File: src/rtl/irq_pkg.sv
package irq_pkg;

    // Bit positions of the status/mask vector for the default channel counts.
    typedef enum int unsigned {
        SRC_OVF    = 0,
        SRC_PER0   = 1,
        SRC_PER1   = 2,
        SRC_ALM0   = 3,
        SRC_ALM1   = 4,
        SRC_CLKRDY = 5,
        SRC_RDY    = 6
    } src_idx_e;

    // Total number of sources: overflow, periodic channels, alarm channels,
    // clock-ready and ready.
    function automatic int src_count(input int nper, input int nalm);
        return 1 + nper + nalm + 2;
    endfunction

    function automatic int per_base();
        return 1;
    endfunction

    function automatic int alm_base(input int nper);
        return 1 + nper;
    endfunction

    function automatic int clkrdy_pos(input int nper, input int nalm);
        return 1 + nper + nalm;
    endfunction

    function automatic int rdy_pos(input int nper, input int nalm);
        return 2 + nper + nalm;
    endfunction

endpackage

File: src/rtl/irq_fall_det.sv
module irq_fall_det (
    input  logic clk,
    input  logic rst,
    input  logic level_i,
    output logic fall_o
);
    logic prev_q;

    always_ff @(posedge clk) begin
        if (rst) begin
            prev_q <= 1'b0;
        end else begin
            prev_q <= level_i;
        end
    end

    // High in the cycle where the flag is low after having been high.
    assign fall_o = prev_q & ~level_i;
endmodule

File: src/rtl/irq_event_map.sv
module irq_event_map
    import irq_pkg::*;
#(
    parameter int NPER = 2,
    parameter int NALM = 2,
    localparam int NSRC = src_count(NPER, NALM)
) (
    input  logic            ovf_i,
    input  logic [NPER-1:0] per_i,
    input  logic [NALM-1:0] alm_i,
    input  logic            clr_on_alarm_i,
    input  logic            clkrdy_i,
    input  logic            rdy_i,
    output logic [NSRC-1:0] evt_o
);
    localparam int PBASE = per_base();
    localparam int ABASE = alm_base(NPER);
    localparam int CPOS  = clkrdy_pos(NPER, NALM);
    localparam int RPOS  = rdy_pos(NPER, NALM);

    // Overflow: real overflow, or any alarm match when clear-on-alarm is set.
    assign evt_o[0] = ovf_i | (clr_on_alarm_i & (|alm_i));

    for (genvar p = 0; p < NPER; p++) begin : g_per
        assign evt_o[PBASE + p] = per_i[p];
    end

    for (genvar a = 0; a < NALM; a++) begin : g_alm
        assign evt_o[ABASE + a] = alm_i[a];
    end

    assign evt_o[CPOS] = clkrdy_i;
    assign evt_o[RPOS] = rdy_i;
endmodule

File: src/rtl/irq_mask_reg.sv
module irq_mask_reg #(
    parameter int W = 7
) (
    input  logic         clk,
    input  logic         rst,
    input  logic [W-1:0] set_i,
    input  logic [W-1:0] clr_i,
    output logic [W-1:0] mask_o
);
    logic [W-1:0] mask_q;

    // Clear dominates set on a per-bit collision.
    always_ff @(posedge clk) begin
        if (rst) begin
            mask_q <= '0;
        end else begin
            mask_q <= (mask_q | set_i) & ~clr_i;
        end
    end

    assign mask_o = mask_q;
endmodule

File: src/rtl/irq_status_reg.sv
module irq_status_reg #(
    parameter int W = 7
) (
    input  logic         clk,
    input  logic         rst,
    input  logic [W-1:0] evt_i,
    input  logic [W-1:0] clr_i,
    output logic [W-1:0] stat_o
);
    logic [W-1:0] stat_q;

    // A new event dominates a clear of the same bit.
    always_ff @(posedge clk) begin
        if (rst) begin
            stat_q <= '0;
        end else begin
            stat_q <= (stat_q & ~clr_i) | evt_i;
        end
    end

    assign stat_o = stat_q;
endmodule

File: src/rtl/tmr_irq_ctrl.sv
module tmr_irq_ctrl
    import irq_pkg::*;
#(
    parameter int NPER = 2,
    parameter int NALM = 2,
    localparam int NSRC = src_count(NPER, NALM)
) (
    input  logic            clk,
    input  logic            rst,
    input  logic            evt_ovf_i,
    input  logic [NPER-1:0] evt_per_i,
    input  logic [NALM-1:0] evt_alarm_i,
    input  logic            clr_on_alarm_i,
    input  logic            clk_busy_i,
    input  logic            busy_i,
    input  logic [NSRC-1:0] mask_set_i,
    input  logic [NSRC-1:0] mask_clr_i,
    input  logic [NSRC-1:0] stat_clr_i,
    output logic [NSRC-1:0] mask_o,
    output logic [NSRC-1:0] status_o,
    output logic            irq_o
);
    localparam int NFLAG = 2;

    logic [NFLAG-1:0] busy_vec;
    logic [NFLAG-1:0] fall_vec;
    logic [NSRC-1:0]  evt_vec;

    assign busy_vec = {busy_i, clk_busy_i};

    for (genvar f = 0; f < NFLAG; f++) begin : g_fall
        irq_fall_det u_fall (
            .clk     (clk),
            .rst     (rst),
            .level_i (busy_vec[f]),
            .fall_o  (fall_vec[f])
        );
    end

    irq_event_map #(
        .NPER (NPER),
        .NALM (NALM)
    ) u_map (
        .ovf_i          (evt_ovf_i),
        .per_i          (evt_per_i),
        .alm_i          (evt_alarm_i),
        .clr_on_alarm_i (clr_on_alarm_i),
        .clkrdy_i       (fall_vec[0]),
        .rdy_i          (fall_vec[1]),
        .evt_o          (evt_vec)
    );

    irq_mask_reg #(
        .W (NSRC)
    ) u_mask (
        .clk    (clk),
        .rst    (rst),
        .set_i  (mask_set_i),
        .clr_i  (mask_clr_i),
        .mask_o (mask_o)
    );

    irq_status_reg #(
        .W (NSRC)
    ) u_stat (
        .clk    (clk),
        .rst    (rst),
        .evt_i  (evt_vec),
        .clr_i  (stat_clr_i),
        .stat_o (status_o)
    );

    assign irq_o = |(status_o & mask_o);
endmodule

File: config.mk
export PLATFORM = sky130hd
export DESIGN_NAME = tmr_irq_ctrl
export DESIGN_NICKNAME = d
export VERILOG_FILES = /design/src/rtl/irq_pkg.sv /design/src/rtl/irq_fall_det.sv /design/src/rtl/irq_event_map.sv /design/src/rtl/irq_mask_reg.sv /design/src/rtl/irq_status_reg.sv /design/src/rtl/tmr_irq_ctrl.sv
export SDC_FILE = /design/constraint.sdc
export NUM_CORES = 1
export LEC_CHECK = 0
export BUFFER_PORTS_ARGS = -buffer_cell sky130_fd_sc_hd__buf_4
export CAP_MARGIN = 20
export CORE_MARGIN = 2
export CORE_UTILIZATION = 36
export CTS_CLUSTER_SIZE = 20
export DETAILED_ROUTE_END_ITERATION = 8
export PLACE_DENSITY = 0.74
export SLEW_MARGIN = 10
export SYNTH_ARGS = -nofsm -noshare
export SYNTH_HDL_FRONTEND = slang
export SYNTH_SLANG_ARGS = --single-unit
export TNS_END_PERCENT = 50
File: constraint.sdc
create_clock -name clk -period 0.86 [get_ports clk]
set_input_delay 0 -clock clk [delete_from_list [all_inputs] [get_ports clk]]
set_output_delay 0 -clock clk [all_outputs]
set_load 0.05 [all_outputs]
==> results.py <==
metrics = {
    "run_status": {
        "status": "complete, but fails checks",
        "violations": "hold timing, setup timing",
    },
    "detailed_routing": {
        "drt_iter0_markers": 36,
        "drc": 0,
        "first_pass_iters": 4,
        "num_vias": 774,
        "viasPerCell": 4.99,
        "ant_nets": 0,
        "drt-total-wl_um": 2480,
        "wl_per_cell_um": 16.0,
    },
    "timing": {
        "tightestPinTransition_ns": 0.496,
        "rsz0062_at_grt": "true",
        "setup_viol": 11,
        "holdWs_ns": -0.0238,
        "fin_crit_sh": 1.71,
        "fmax_ghz": 0.679,
        "relSlewSlack": 0.669,
        "skew_ns": 0.000285,
        "drv_slew": 0,
        "setup_slack_ns": -0.612,
        "tns_ns": -1.14,
        "period_minus_slack_ns": 1.47,
        "hold_viol": 9,
    },
    "clock_tree": {
        "cts-root-buf": "clkbuf_4",
        "cts-htree-levels": 1,
        "cts_buffer_depth": 2,
        "cts_buffers": 3,
        "numClockSinks": 16,
        "cts_tree": "yes",
        "clk_latency_ns": 0.29,
        "clk_pin_slew_ns": 0.11,
    },
    "synthesis": {
        "ys_types": 13,
        "ys_top_cells_by_count": "dfxtp_1, nand2b_1, nor2_1, nor3_1, a21oi_1",
        "yosys_warnings": 0,
        "syn_nets": 90,
        "synth-async-reset-ratio": 0,
        "synth_top_area_frac": 0.582,
        "synth_edf_count": 0,
        "synth-seq-area-share": 0.582,
        "ys_ff_latch": 16,
        "yosysTopAreaCell": "dfxtp_1",
        "synth.most_common_cell": "dfxtp_1",
        "synth_ff_type": "dfxtp_1",
        "synth_area_leaders": "dfxtp_1, nand2b_1, nor3_1",
        "synth_area_sq_um": 551,
        "syn_avg_cell_area_sq_um": 9.33,
        "synthCells": 59,
    },
    "critical_path": {
        "cp_max_fo": 2,
        "end_kind": "output pin",
        "reg2reg_slack_ns": -0.05,
        "worst_ep_arrival_time_ns": 1.47,
        "critPathRequiredTime_ns": 0.86,
        "crit_type": "reg2out",
        "startpoint_type": "flop",
    },
    "finish": {
        "design_area_sq_um": 1330,
        "final_core_util": 0.906,
        "drive_gt1_frac": 0.518,
        "area.growth.synth_to_final_pct": 142,
        "final_nets": 171,
        "diodes": 0,
    },
    "grt": {
        "antenna_found_initial": 0,
        "grt_pass1_wl_um": 3130,
        "grt_pass1_vias": 720,
        "grt_overflow_total": 0,
        "track_usage": 0.222,
        "grt_max_degree": 17,
    },
    "die": {
        "ios": 46,
        "dieArea_sq_um": 1860,
        "die_h_um": 43.1,
        "placementRows": 14,
        "core_sq_um": 1470,
        "start_util": 0.374,
        "die_w_um": 43.1,
    },
    "flow_run": {
        "drv_cap": 0,
    },
    "power_and_ir_drop": {
        "p_leak_nw": 0.637,
        "ir_drop_uv": 1630,
        "p_per_area_nw_per_um2": 1430,
        "total_power_mw": 1.90,
    },
    "placement": {
        "place_area_sq_um": 970,
        "hpwl_um": 1170,
        "place_congestion": 0.682,
        "port_buffers": 45,
    },
    "worst_hold_path": {
        "hold_class": "in2reg",
    },
}
[through the flow]
stage,hold slack (ns),instances,worst slack [ns]
finish,-0.0238,155,-0.612
global route,-0.0112,155,-0.620
CTS,0.000977,153,-0.453
detailed placement,0.165,125,-0.162
global placement,0.160,125,-0.143
floorplan,0.0671,59,-0.212
[worst paths after layout]
check | start | to | cells past startpoint
worst max-delay path | u_stat.stat_o[4]$_SDFF_PP0_ | irq_o | 3
worst min-delay path | rst | u_stat.stat_o[4]$_SDFF_PP0_ | 2
worst max register to register | u_stat.stat_o[4]$_SDFF_PP0_ | u_stat.stat_o[4]$_SDFF_PP0_ | 5
worst min register to register | g_fall[1].u_fall.prev_q$_SDFF_PP0_ | u_stat.stat_o[6]$_SDFF_PP0_ | 2
[layout make-up]
cell class              count  area, sq um
repair buffers             77          707
fillers                    62          139
multi-input cells          37          209
flip-flops and latches     16          342
well taps                  16         20.0
clock buffers               4         36.3
inverters                   5         18.8
[layout by cell type, fill, tap and decap left out, drive strengths merged]
master       count
a21oi            6
a222oi           1
a22oi            2
a31oi            1
and2b            2
buf             54
clkbuf           4
dfxtp           16
dlygate4sd3     23
inv              5
nand2b           9
nand3            1
nor2             7
nor3             7
o21ai            1
[cells by family after synthesis]
kind of cell | count (synthesis) | synth area share
AND/OR/NAND/NOR | 26 | 0.250
flip-flops | 16 | 0.582
AO/OA/AOI/OAI | 11 | 0.120
buffers and inverters | 6 | 0.0477
[timing repair]
item | 4_1_cts | 5_1_grt
hold buffers | 23 | 0
hold endpoints to repair | 16 | 0
setup endpoints to repair | 7 | 10
gates resized for setup | 11 | 10
setup buffers | 1 | 2
pin swaps | 1 | 0
[state kept, by name, indices dropped and copies added (netlist names)]
| signal | count |
|---|---|
| u_mask.mask_o | 7 |
| u_stat.stat_o | 7 |
| g_fall.u_fall.prev_q | 2 |
[metal layers]
| metal | wire, um | track usage | vias to the layer above |
|---|---|---|---|
| li1 | - | - | 359 |
| met1 | 946 | 0.283 | 349 |
| met2 | 1290 | 0.388 | 58 |
| met3 | 192 | 0.0340 | 8 |
| met4 | 48 | 0.0545 | 0 |
| met5 | 0 | 0 | - |
[worst max-delay path, stage by stage, from the launching register on]
cell      delay, ns
dfxtp_4        0.35
a222oi_1       0.50
nand3_2        0.15
buf_6          0.18
[where the power goes]
group,internal (mW),switching [mW]
sequential,0.784,0.0322
combinational,0.293,0.265
clock,0.258,0.269
total,1.34,0.566
No activity file was read; power rests on OpenSTA's default activity.
